## src/rtl/seg_xlate_pkg.sv

```systemverilog
// Shared definitions for the segment translator.
// Holds the descriptor field positions, the access kinds and the trap causes.
// Assumes a 32-bit physical address and a 64-bit descriptor.
package seg_xlate_pkg;
    localparam int BASE_W   = 32;
    localparam int ENT_W    = 64;
    localparam int LIM_LSB  = 32;
    localparam int LIM_W    = 20;
    localparam int RSV_LSB  = LIM_LSB + LIM_W;
    localparam int RSV_W    = 8;
    localparam int PERM_LSB = RSV_LSB + RSV_W;
    localparam int PERM_W   = 3;
    localparam int VLD_BIT  = PERM_LSB + PERM_W;
    localparam int ENT_SHIFT = 3;

    typedef enum logic [1:0] {
        ACC_READ  = 2'd0,
        ACC_WRITE = 2'd1,
        ACC_EXEC  = 2'd2,
        ACC_RSVD  = 2'd3
    } acc_e;

    typedef enum logic [2:0] {
        TRAP_NONE    = 3'd0,
        TRAP_RANGE   = 3'd1,
        TRAP_INVALID = 3'd2,
        TRAP_LIMIT   = 3'd3,
        TRAP_PRIV    = 3'd4
    } trap_e;
endpackage

```

## src/rtl/seg_xlate_regs.sv

```systemverilog
// Table base and table length registers.
// Each register loads on its own write strobe and resets to zero.
// Assumes a single writer, so no arbitration is needed.
module seg_xlate_regs
    import seg_xlate_pkg::*;
#(
    parameter int SEG_W = 8
) (
    input  logic             clk,
    input  logic             rst_n,
    input  logic             base_we,
    input  logic [BASE_W-1:0] base_wdata,
    input  logic             len_we,
    input  logic [SEG_W:0]   len_wdata,
    output logic [BASE_W-1:0] tbl_base,
    output logic [SEG_W:0]   tbl_len
);
    // Load the table base register.
    always_ff @(posedge clk) begin
        if (!rst_n)       tbl_base <= '0;
        else if (base_we) tbl_base <= base_wdata;
    end

    // Load the table length register.
    always_ff @(posedge clk) begin
        if (!rst_n)      tbl_len <= '0;
        else if (len_we) tbl_len <= len_wdata;
    end
endmodule

```

## src/rtl/seg_xlate_check.sv

```systemverilog
// Descriptor checker, purely combinational.
// Decodes a fetched descriptor and applies the validity, limit and
// permission checks in that order. The first failure sets the cause.
// On success it forms base plus offset. Assumes the range check was
// already done by the sequencer.
module seg_xlate_check
    import seg_xlate_pkg::*;
(
    input  logic [ENT_W-1:0]  ent,
    input  logic [LIM_W-1:0]  off,
    input  logic [1:0]        acc,
    output logic [2:0]        cause,
    output logic [BASE_W-1:0] paddr
);
    logic [BASE_W-1:0] f_base;
    logic [LIM_W-1:0]  f_lim;
    logic [RSV_W-1:0]  f_rsv;
    logic [PERM_W-1:0] f_perm;
    logic              f_vld;
    logic [PERM_W-1:0] grant;
    logic              allowed;

    assign f_base = ent[BASE_W-1:0];
    assign f_lim  = ent[LIM_LSB +: LIM_W];
    assign f_rsv  = ent[RSV_LSB +: RSV_W];
    assign f_perm = ent[PERM_LSB +: PERM_W];
    assign f_vld  = ent[VLD_BIT];

    // Access kind g is granted by permission bit PERM_W-1-g (R, W, X from the top).
    for (genvar g = 0; g < PERM_W; g++) begin : g_grant
        assign grant[g] = (acc == 2'(g)) && f_perm[PERM_W-1-g];
    end
    assign allowed = |grant;

    // Apply the checks in priority order and form the result.
    always_comb begin
        if (!f_vld || (f_rsv != '0)) cause = TRAP_INVALID;
        else if (off >= f_lim)       cause = TRAP_LIMIT;
        else if (!allowed)           cause = TRAP_PRIV;
        else                         cause = TRAP_NONE;
        paddr = (cause == TRAP_NONE) ? (f_base + BASE_W'(off)) : '0;
    end
endmodule

```

## src/rtl/seg_xlate_ctrl.sv

```systemverilog
// Request sequencer.
// Accepts one request when idle and does the range check against the
// length register. Out-of-range requests get an immediate trap. In-range
// requests issue a descriptor read, wait for memory, then register the
// checker's verdict as a one-cycle response. Assumes memory answers only
// after it has seen the read strobe.
module seg_xlate_ctrl
    import seg_xlate_pkg::*;
#(
    parameter int SEG_W = 8
) (
    input  logic              clk,
    input  logic              rst_n,
    input  logic [BASE_W-1:0] tbl_base,
    input  logic [SEG_W:0]    tbl_len,
    input  logic              req_valid,
    output logic              req_ready,
    input  logic [SEG_W-1:0]  req_seg,
    input  logic [LIM_W-1:0]  req_off,
    input  logic [1:0]        req_acc,
    output logic              mem_rd_req,
    output logic [BASE_W-1:0] mem_rd_addr,
    input  logic              mem_rsp_valid,
    input  logic [2:0]        chk_cause,
    input  logic [BASE_W-1:0] chk_paddr,
    output logic [LIM_W-1:0]  held_off,
    output logic [1:0]        held_acc,
    output logic              rsp_valid,
    output logic [2:0]        rsp_cause,
    output logic [BASE_W-1:0] rsp_paddr
);
    typedef enum logic [1:0] {ST_IDLE, ST_READ, ST_WAIT} state_e;
    state_e state_q;

    logic accept;
    logic out_of_range;

    assign accept       = (state_q == ST_IDLE) && req_valid;
    assign out_of_range = ({1'b0, req_seg} >= tbl_len);
    assign req_ready    = (state_q == ST_IDLE);
    assign mem_rd_req   = (state_q == ST_READ);

    // Sequence a request from acceptance through read to response.
    always_ff @(posedge clk) begin
        if (!rst_n) begin
            state_q     <= ST_IDLE;
            rsp_valid   <= 1'b0;
            rsp_cause   <= TRAP_NONE;
            rsp_paddr   <= '0;
            mem_rd_addr <= '0;
            held_off    <= '0;
            held_acc    <= '0;
        end else begin
            rsp_valid <= 1'b0;
            case (state_q)
                ST_IDLE: begin
                    if (accept) begin
                        held_off <= req_off;
                        held_acc <= req_acc;
                        if (out_of_range) begin
                            rsp_valid <= 1'b1;
                            rsp_cause <= TRAP_RANGE;
                            rsp_paddr <= '0;
                        end else begin
                            mem_rd_addr <= tbl_base + (BASE_W'(req_seg) << ENT_SHIFT);
                            state_q     <= ST_READ;
                        end
                    end
                end
                ST_READ: state_q <= ST_WAIT;
                ST_WAIT: begin
                    if (mem_rsp_valid) begin
                        rsp_valid <= 1'b1;
                        rsp_cause <= chk_cause;
                        rsp_paddr <= chk_paddr;
                        state_q   <= ST_IDLE;
                    end
                end
                default: state_q <= ST_IDLE;
            endcase
        end
    end

    AST_RANGE_TRAP_NEXT: assert property (@(posedge clk) disable iff (!rst_n)
        (req_valid && req_ready && ({1'b0, req_seg} >= tbl_len)) |=> (rsp_valid && rsp_cause == TRAP_RANGE));
    AST_RANGE_NO_READ: assert property (@(posedge clk) disable iff (!rst_n)
        (req_valid && req_ready && ({1'b0, req_seg} >= tbl_len)) |=> !mem_rd_req);
    AST_READ_AFTER_ACCEPT: assert property (@(posedge clk) disable iff (!rst_n)
        $rose(mem_rd_req) |-> $past(req_valid && req_ready));
    AST_TRAP_ZERO_PADDR: assert property (@(posedge clk) disable iff (!rst_n)
        (rsp_valid && rsp_cause != TRAP_NONE) |-> (rsp_paddr == '0));
    AST_RSP_ONE_CYCLE: assert property (@(posedge clk) disable iff (!rst_n)
        rsp_valid |=> !rsp_valid);
    AST_LATE_NOT_RANGE: assert property (@(posedge clk) disable iff (!rst_n)
        (state_q == ST_WAIT && mem_rsp_valid) |-> (chk_cause != TRAP_RANGE));
endmodule

```

## src/rtl/seg_xlate_unit.sv

```systemverilog
// Segment address translator top.
// Connects the table registers, the request sequencer and the descriptor
// checker. One translation is in flight at a time, and descriptors are
// never cached.
module seg_xlate_unit
    import seg_xlate_pkg::*;
#(
    parameter int SEG_W = 8
) (
    input  logic              clk,
    input  logic              rst_n,
    input  logic              cfg_base_we,
    input  logic [BASE_W-1:0] cfg_base_wdata,
    input  logic              cfg_len_we,
    input  logic [SEG_W:0]    cfg_len_wdata,
    input  logic              req_valid,
    output logic              req_ready,
    input  logic [SEG_W-1:0]  req_seg,
    input  logic [LIM_W-1:0]  req_off,
    input  logic [1:0]        req_acc,
    output logic              mem_rd_req,
    output logic [BASE_W-1:0] mem_rd_addr,
    input  logic              mem_rsp_valid,
    input  logic [ENT_W-1:0]  mem_rsp_data,
    output logic              rsp_valid,
    output logic [2:0]        rsp_cause,
    output logic [BASE_W-1:0] rsp_paddr
);
    logic [BASE_W-1:0] tbl_base;
    logic [SEG_W:0]    tbl_len;
    logic [LIM_W-1:0]  held_off;
    logic [1:0]        held_acc;
    logic [2:0]        chk_cause;
    logic [BASE_W-1:0] chk_paddr;

    seg_xlate_regs #(.SEG_W(SEG_W)) i_regs (
        .clk        (clk),
        .rst_n      (rst_n),
        .base_we    (cfg_base_we),
        .base_wdata (cfg_base_wdata),
        .len_we     (cfg_len_we),
        .len_wdata  (cfg_len_wdata),
        .tbl_base   (tbl_base),
        .tbl_len    (tbl_len)
    );

    seg_xlate_ctrl #(.SEG_W(SEG_W)) i_ctrl (
        .clk           (clk),
        .rst_n         (rst_n),
        .tbl_base      (tbl_base),
        .tbl_len       (tbl_len),
        .req_valid     (req_valid),
        .req_ready     (req_ready),
        .req_seg       (req_seg),
        .req_off       (req_off),
        .req_acc       (req_acc),
        .mem_rd_req    (mem_rd_req),
        .mem_rd_addr   (mem_rd_addr),
        .mem_rsp_valid (mem_rsp_valid),
        .chk_cause     (chk_cause),
        .chk_paddr     (chk_paddr),
        .held_off      (held_off),
        .held_acc      (held_acc),
        .rsp_valid     (rsp_valid),
        .rsp_cause     (rsp_cause),
        .rsp_paddr     (rsp_paddr)
    );

    seg_xlate_check i_check (
        .ent   (mem_rsp_data),
        .off   (held_off),
        .acc   (held_acc),
        .cause (chk_cause),
        .paddr (chk_paddr)
    );
endmodule

```

## config.mk

```make
export PLATFORM = sky130hd
export DESIGN_NAME = seg_xlate_unit
export DESIGN_NICKNAME = d
export VERILOG_FILES = /design/src/rtl/seg_xlate_pkg.sv /design/src/rtl/seg_xlate_regs.sv /design/src/rtl/seg_xlate_check.sv /design/src/rtl/seg_xlate_ctrl.sv /design/src/rtl/seg_xlate_unit.sv
export SDC_FILE = /design/constraint.sdc
export NUM_CORES = 1
export LEC_CHECK = 0
export BUFFER_PORTS_ARGS = -buffer_cell sky130_fd_sc_hd__buf_2
export CAP_MARGIN = 5
export CELL_PAD_IN_SITES_DETAIL_PLACEMENT = 1
export CELL_PAD_IN_SITES_GLOBAL_PLACEMENT = 2
export CORE_ASPECT_RATIO = 2
export CORE_MARGIN = 2
export CORE_UTILIZATION = 30
export CTS_BUF_LIST = sky130_fd_sc_hd__clkbuf_4 sky130_fd_sc_hd__clkbuf_8 sky130_fd_sc_hd__clkbuf_16
export CTS_CLUSTER_SIZE = 8
export DETAILED_ROUTE_END_ITERATION = 10
export HOLD_SLACK_MARGIN = 0.12
export MAX_ROUTING_LAYER = met4
export PLACE_DENSITY_LB_ADDON = 0.1
export SYNTH_ARGS = -nofsm -noshare
export SYNTH_HDL_FRONTEND = slang
export SYNTH_SLANG_ARGS = --single-unit
```

## constraint.sdc

```tcl
create_clock -name clk -period 7.5 [get_ports clk]
set_input_delay 1.125 -clock clk [delete_from_list [all_inputs] [get_ports clk]]
set_output_delay 1.125 -clock clk [all_outputs]
set_load 0.01 [all_outputs]
```

Yosys cells after proc, flatten, opt, wreduce, memory -nomap -nowiden:

Cells that the tools add are included.

* add/sub/neg operators: 2
* order comparisons: 2
* equal/unequal tests: 8
* muxes and demuxes: 20
* bitwise operators: 1
* reduce and logical (&&, ||, !) cells: 16

Operators with widths (number)
* 32-bit two-way mux: 4
* 32-bit case mux with 2 select lines: 1
* 32-bit by 11-bit adder with 32-bit output: 1
* 32-bit by 20-bit adder with 32-bit output: 1
* 20-bit greater-or-equal comparator: 1
* 3-bit two-way mux: 6
* 8-bit by 9-bit greater-or-equal comparator with 1-bit output: 1
* 8-bit nonzero test: 1
* 2-bit two-way mux: 3
* 2-bit case mux with 3 select lines: 1
* 3-bit case mux with 2 select lines: 1
* 3-bit AND reduction: 2
* 2-bit by 1-bit equality test with 1-bit output, second input constant: 2
* 2-bit equality test, second input constant: 2
* 1-bit logical AND: 4
* 2-bit logical NOT: 2
* 2-bit by 1-bit inequality test with 1-bit output, second input constant: 2
* 2-bit inequality test, second input constant: 2
* 4-bit AND reduction: 1
* 3-bit logical NOT: 1
* 1-bit two-way mux: 3
* 3-bit OR reduction: 1
* 1-bit case mux with 2 select lines: 1
* 2-bit AND reduction: 1
* other kinds (4): 4

* flip-flop bits (word level): 133
* output and inout port bits: 70

Longest topological paths before layout:

Gate-level depths: netlist of the first run.

* depth after elaboration: 10
* mapped depth: 11
* gate-level depth less buffers: 10

Modules after synthesis:

A second synthesis of the first run with hierarchy kept.

* cells, all modules: 940
* area total of the unflattened synthesis: 8025.2 µm²

Modules (own cells, without submodules)
* seg_xlate_ctrl: instances 1, cells each 505, area an instance 4374.2 µm², seq. area each 1841.8 µm²
* seg_xlate_check: instances 1, cells each 303, area an instance 2069.5 µm², seq. area each 0.0 µm²
* seg_xlate_regs: instances 1, cells each 132, area an instance 1581.5 µm², seq. area each 820.8 µm²

Worst setup path before layout of the first run:

No wires, ideal clock.

* path kind: input to register
* from: input req_seg[0]
* to: register i_ctrl.mem_rd_addr[25]
* library setup time: 86 ps
* data arrival time: 3097 ps
* data required time: 7414 ps
* setup slack: 4317 ps
* stages: 11
* path buffers: 1
* path through: ha_1 inv_1 fa_1 nor2b_1 o21a_1 o21a_1 o21ai_1 buf_2 a2111oi_0 xnor2_1 a211oi_1

* cells in the longest elaborated chain, start to end: 3
* elaborated cells on any way between the ends: 4
* classes of those cells: add/sub (1); order compare (1); bitwise (1); reduce/logical (1)

RTL lines
* from (decl): RTL line seg_xlate_unit.sv:18 `input logic [SEG_W-1:0] req_seg,`
* branches (longest 3 deep; another with 32-bit by 11-bit adder with 32-bit output)
* to (signal assigned): RTL line seg_xlate_ctrl.sv:65 `mem_rd_addr <= tbl_base + (BASE_W'(req_seg) << ENT_SHIFT);`
* to (decl): RTL line seg_xlate_ctrl.sv:22 `output logic [BASE_W-1:0] mem_rd_addr,`

Several ways; the timed one is not identified.
A chain may end at the register's enable or synchronous reset.

Worst setup path in the final report of the first run:

* from: input mem_rsp_data[32]
* to: register i_ctrl.rsp_paddr[19]

* cells in the longest elaborated chain, start to end: 7

RTL lines
* from (decl): RTL line seg_xlate_unit.sv:24 `input logic [ENT_W-1:0] mem_rsp_data,`
* 20-bit greater-or-equal comparator: RTL line seg_xlate_check.sv:38 `else if (off >= f_lim) cause = TRAP_LIMIT;`
* 3-bit two-way mux: RTL line seg_xlate_check.sv:38
* 3-bit two-way mux: RTL line seg_xlate_check.sv:37 `if (!f_vld || (f_rsv != '0)) cause = TRAP_INVALID;`
* 3-bit logical NOT: RTL line seg_xlate_check.sv:41 `paddr = (cause == TRAP_NONE) ? (f_base + BASE_W'(off)) : '0;`
* 32-bit two-way mux: RTL line seg_xlate_check.sv:41
* 32-bit two-way mux: RTL line seg_xlate_ctrl.sv:72 `if (mem_rsp_valid) begin`
* 32-bit case mux with 2 select lines: RTL line seg_xlate_ctrl.sv:55 `case (state_q)`
* to (signal assigned): RTL line seg_xlate_ctrl.sv:75 `rsp_paddr <= chk_paddr;`
* to (decl): RTL line seg_xlate_ctrl.sv:30 `output logic [BASE_W-1:0] rsp_paddr`

No other way between the ends. The select of a mux whose other input is x is not followed.

==> flow_summary.toml, run 1 <==
[flow_run]
cap_viol_max_count = 0

[yosys]
syn_area_mm2 = 0.00735
synth-xor-area-share = 0.0548
synth_cells = 880
synth-async-reset-ratio = 0
yosys_warnings = 0
ys_types = 67
synth_compound_area_frac = 0.193
post_synth_and_or_nand_nor_area_fraction = 0.171
ys_seq_area_frac = 0.362
muxShareOfSynthArea = 0.0694
syn_nets = 1079
yosys.area_share.adder = 0.101
synth_top_family_by_area = "compound AO/OA/AOI/OAI gates"
avgSynthCellArea_um2 = 8.36
yosys_most_used_dff = "dfxtp_1"
ys_ff_latch = 133
synth_edf_count = 0

[sta]
max_freq_ghz = 0.278
slew_headroom = 0.267
rsz0062_at_grt = "no"
skew_ps = 9.54
layout_min_cycle_time_ps = 3590
hold_viol = 0
finalCritPeriodShare = 0.479
tightestPinTransition_ps = 1100
tns_ps = 0
finalMaxSlewViolations = 0
report.final.setup_viol = 0

[setup_path]
cp-end-kind = "flip-flop"
r2r-start = "i_ctrl.held_off[0]"
worstPathRequired_ps = 7850
reg2reg_to = "i_ctrl.rsp_paddr[19]"
cp-start-kind = "input port"
crit_type = "in2reg"
worstPathArrival_ps = 3940
worstSetupStartpoint = "mem_rsp_data[32]"
max_stage_delay_ps = 750
timing.critical_path.cells = "buf_2 -> ha_1 -> nand2b_1 -> a2111o_1 -> a32oi_2 -> nand3_2 -> nor4_4 -> nand2_2 -> o31ai_1"
critPathMaxFanout = 15
reg2regPathDepth = 9
ff2ff_setup_slack_ps = 4300
cp_slowest_cell = "nor4_4"

[final_layout]
fin_area_mm2 = 0.00932
drive_above_1_share = 0.243
final_cell_mix = "210 x buf_2, 133 x dfxtp_1, 101 x nand2_1, 88 x a21oi_1, 79 x nor2_1"
layout.nets = 1274
final_common_cell = "buf_2"
stdcell_count = 1379
area_growth_pct = 26.7

[routing]
via_per_inst = 5.03
num_vias = 6933
wl_mm = 24.8
ant_nets = 0
routedWlPerCell_um = 17.9
drt-initial-drc-count = 204
drc_errors = 0
dr.pass1.iters = 4

[power]
power.leakage_nw = 4.24
ir_drop_uv = 187
power.density_mw_per_mm2 = 220
power.total_mw = 2.05

[die]
initial_core_util = 0.302
die_h_um = 225
die-area_mm2 = 0.0259
die-width_um = 115
row_count = 81
coreArea_mm2 = 0.0243
pin_count = 211

[clock_tree]
cts.sinks = 133
clockBufferDepth = 2
cts_resized = 0
postCtsSetupBuffers = 0
htreeDepth = 4
cts_root_buffer = "clkbuf_16"
cts_buffers = 17
clock_latency_ps = 440
hold_buffers = 0
clkTransAtPathRegs_ps = 60
tritoncts = "built"

[global_routing]
grt_usage = 0.203
grt_pass1_vias = 7438
antenna_found_initial = 0
grt_pass1_wl_mm = 39.1
grt_overflow = 0
grt_start_max_net_pins = 58

[placed_design]
placed_area_mm2 = 0.00867
dp_cells = 1346
dp_hpwl_mm = 19.4
gp_congestion = 0.788
numPortBuffers = 210

[min_path]
hold_start = "i_ctrl.rsp_paddr[23]"
hp-class = "reg2reg"
min_to = "i_ctrl.rsp_paddr[23]"
holdPathStages = 2

[status]
outcome = "finished, final reports clean"
==> where the power goes <==
| group | internal [mW] | leakage [nW] | switching, mW | total, mW |
|---|---|---|---|---|
| sequential | 0.746 | 1.09 | 0.0307 | 0.777 |
| clock | 0.596 | 0.320 | 0.324 | 0.920 |
| combinational | 0.145 | 2.83 | 0.204 | 0.349 |
==> routing by layer <==
layer  GRT usage  vias up  part of all wire
met4      0.0700        0             0.023
met5           -        -                 0
met3      0.0455       33             0.042
met1       0.189     3257              0.36
li1            -     3502                 -
met2       0.397      141              0.58
==> worst max path at each step <==
stage | to | slack [ps] | cells after the start
after global routing | i_ctrl.rsp_paddr[19] | 3640 | 9
after CTS | i_ctrl.rsp_paddr[19] | 3870 | 9
final | i_ctrl.rsp_paddr[19] | 3910 | 9
after global placement | i_ctrl.rsp_paddr[19] | 3480 | 9
after detailed placement | i_ctrl.rsp_paddr[19] | 3410 | 9
after floorplan | i_ctrl.mem_rd_addr[25] | 4320 | 11
==> Yosys cell counts, types with 2 or more instances <==
cell,instances,area (um^2)
and4_1,3,26.3
a2bb2oi_1,2,17.5
buf_1,5,18.8
o21ai_1,11,55.1
o22ai_1,2,12.5
buf_2,2,10.0
xor2_1,16,140
ha_1,56,701
a21o_1,11,82.6
dfxtp_1,133,2660
a32oi_1,2,17.5
or3_1,2,12.5
o31ai_1,2,15.0
o21ai_0,45,225
mux2i_1,51,510
nand3_1,22,110
and2_1,4,25.0
nand4_1,12,75.1
nor3_1,16,80.1
nor4_1,4,25.0
nor2_1,79,297
nand4b_1,3,26.3
a21boi_0,2,15.0
nor3b_1,2,15.0
a21oi_1,89,445
fa_1,2,40.0
a2111oi_0,7,61.3
a211oi_1,11,82.6
a2111oi_2,2,30.0
xnor2_1,30,263
nand3b_1,5,37.5
clkbuf_1,31,116
nand2_1,101,379
o21bai_1,2,15.0
nor2b_1,2,12.5
and3_1,5,31.3
o21a_1,9,67.6
o211ai_1,8,60.1
o2bb2ai_1,2,17.5
nand2b_1,5,31.3
inv_1,51,191
a31oi_1,6,37.5
==> cells by family (layout without fill, tap and decap cells) <==
| kind of cell | after synthesis | in the layout |
|---|---|---|
| adder cells (fa/ha/maj) | 58 | 58 |
| multiplexers | 51 | 51 |
| AO/OA/AOI/OAI | 228 | 228 |
| flip-flops | 133 | 133 |
| other | 0 | 1 |
| XOR/XNOR | 46 | 46 |
| AND/OR/NAND/NOR | 272 | 272 |
| buffers and inverters | 92 | 300 |
==> flip-flops by register name (all words and copies together), names as in the netlist <==
signal / cells
i_ctrl.mem_rd_addr: 32
i_ctrl.rsp_paddr: 32
i_regs.tbl_base: 32
i_ctrl.held_off: 20
i_regs.tbl_len: 9
i_ctrl.rsp_cause: 3
i_ctrl.held_acc: 2
i_ctrl.state_q: 2
i_ctrl.rsp_valid: 1
==> metrics by stage <==
step | setup WS, ps | hold slack [ps] | util
final | 3910 | 442 | 0.383
after global routing | 3640 | 467 | 0.383
after CTS | 3870 | 451 | 0.383
after detailed placement | 3410 | 444 | 0.357
after global placement | 3480 | 439 | 0.357
after floorplan | 4320 | 450 | -
==> cell type report <==
type,instances,area (um^2)
clock inverters,9,148
well taps,290,363
flip-flops and latches,133,2660
multi-input cells,655,4350
fillers,2939,15000
diodes,1,2.50
repair buffers,216,1100
inverters,52,196
clock buffers,23,495
==> critical path: cells and delay by family <==
kind	cells	cell delay, ps
AOI/OAI and AO/OA	3	1020
adders and majority gates	1	270
buffers and inverters	1	100
and+or+nand+nor	4	1410
Power figures use the tool's default switching activity.
==> inputs of run 2 (changes only) <==
Settings changed: CORE_UTILIZATION 30 to 27.
Clock period 7.5 ns to 3 ns, I/O delays scaled along.
==> flow_summary.toml, run 2 (synthesis results as in run 1) <==
[placed_design]
numPortBuffers = 210
dp_hpwl_mm = 20.9
gp_congestion = 0.795
placed_area_mm2 = 0.00890

[die]
pin_count = 211
die-area_mm2 = 0.0287
coreArea_mm2 = 0.0269
die-width_um = 121
initial_core_util = 0.273
die_h_um = 237
row_count = 85

[min_path]
hp-class = "in2reg"

[clock_tree]
clockBufferDepth = 2
hold_buffers = 0
cts_buffers = 17
cts.sinks = 133
clock_latency_ps = 440
clkTransAtPathRegs_ps = 60
htreeDepth = 4
cts_root_buffer = "clkbuf_16"
tritoncts = "built"

[power]
ir_drop_uv = 413
power.total_mw = 5.01
power.density_mw_per_mm2 = 527
power.leakage_nw = 4.30

[routing]
via_per_inst = 4.82
wl_mm = 26.1
ant_nets = 0
routedWlPerCell_um = 17.9
num_vias = 7030
drt-initial-drc-count = 141
dr.pass1.iters = 4
drc_errors = 0

[global_routing]
grt_start_max_net_pins = 53
grt_overflow = 0
grt_pass1_wl_mm = 41.2
grt_pass1_vias = 7586
antenna_found_initial = 4
grt_usage = 0.193

[sta]
rsz0062_at_grt = "no"
hold_viol = 0
layout_min_cycle_time_ps = 2690
slew_headroom = 0.493
tns_ps = 0
max_freq_ghz = 0.372
report.final.setup_viol = 0
finalCritPeriodShare = 0.895
tightestPinTransition_ps = 755
fin_hold_ws_ps = 244
finalMaxSlewViolations = 0
skew_ps = 7.84

[final_layout]
fin_area_mm2 = 0.00951
seq_area_mm2 = 0.00266
final_cell_mix = "210 x buf_2, 133 x dfxtp_1, 101 x nand2_1, 88 x a21oi_1, 79 x nor2_1"
reg_top3 = "i_ctrl.mem_rd_addr: 32 flops, i_ctrl.rsp_paddr: 32 flops, i_regs.tbl_base: 32 flops"
multi_input_area_mm2 = 0.00434
final_common_cell = "buf_2"
area_growth_pct = 29.3
layout.nets = 1293
drive_above_1_share = 0.255
num-fill-cells = 3323

[setup_path]
worstSetupStartpoint = "i_ctrl.held_off[0]"
r2r-start = "i_ctrl.held_off[0]"
ff2ff_setup_slack_ps = 310
cp-end-kind = "flip-flop"
worstPathRequired_ps = 3380
crit_type = "reg2reg"
cp-endpoint = "i_ctrl.rsp_paddr[31]"
cp-start-kind = "flip-flop"
critPathMaxFanout = 7
reg2reg_to = "i_ctrl.rsp_paddr[31]"
worstPathArrival_ps = 3070
reg2regPathDepth = 9

[flow_run]
cap_viol_max_count = 0

[status]
outcome = "finished, final reports clean"
[run 2: cell count changes in the layout (fill, tap and decap cells not counted), moves of 2 or more]
cell	change
buf_4	+17
buf_12	+2
clkbuf_4	-2
diode_2	+3
clkbuf_8	-3
clkinvlp_4	+3
[run 2: layer usage]
metal	GRT usage	routed length, um
met5	-	0
met4	0.0715	603
met3	0.0456	1210
met2	0.379	15000
met1	0.176	9280
[run 2: metrics by stage]
stage               cells  worst slack (ps)   util
finish               1458               314  0.353
global placement     1423              82.5  0.331
floorplan             880               492      -
global route         1458              13.6  0.353
CTS                  1454               202  0.353
detailed placement   1423              42.6  0.331
[run 2: worst max-delay path, cell delays in order, from the launching register on]
cell,delay [ps]
dfxtp_1,350
inv_1,60
ha_1,260
nand2b_1,150
a2111o_1,450
a32oi_2,320
nand4_1,350
nor2_1,440
a32oi_1,160
nand3_1,100
[run 2: where the power goes]
part | total, mW | leakage [nW] | switching (mW) | internal (mW)
combinational | 0.912 | 2.93 | 0.525 | 0.387
clock | 2.16 | 0.284 | 0.843 | 1.32
sequential | 1.94 | 1.09 | 0.0761 | 1.87
[run 2: how the worst min path moves through the flow]
stage | endpoint | depth (start not counted) | start | slack, ps
floorplan | i_ctrl.held_acc[0] | 2 | i_ctrl.held_acc[0] | 450
global placement | i_ctrl.rsp_paddr[13] | 2 | i_ctrl.rsp_paddr[13] | 430
detailed placement | i_ctrl.rsp_paddr[26] | 2 | i_ctrl.rsp_paddr[26] | 440
CTS | i_regs.tbl_base[19] | 3 | cfg_base_wdata[19] | 220
global route | i_regs.tbl_base[10] | 3 | cfg_base_wdata[10] | 240
finish | i_regs.tbl_base[19] | 3 | cfg_base_wdata[19] | 240
[run 2: area by class of cell]
cell class	instances	area share
diodes	4	0.00105
repair buffers	235	0.133
inverters	52	0.0207
multi-input cells	655	0.457
clock inverters	13	0.0166
flip-flops and latches	133	0.280
well taps	348	0.0458
clock buffers	18	0.0462
[run 2: repair_timing]
action / CTS / global route
endpoints found under the setup margin: 0 / 1
resized for setup: 0 / 1
buffers inserted: 0 / 0
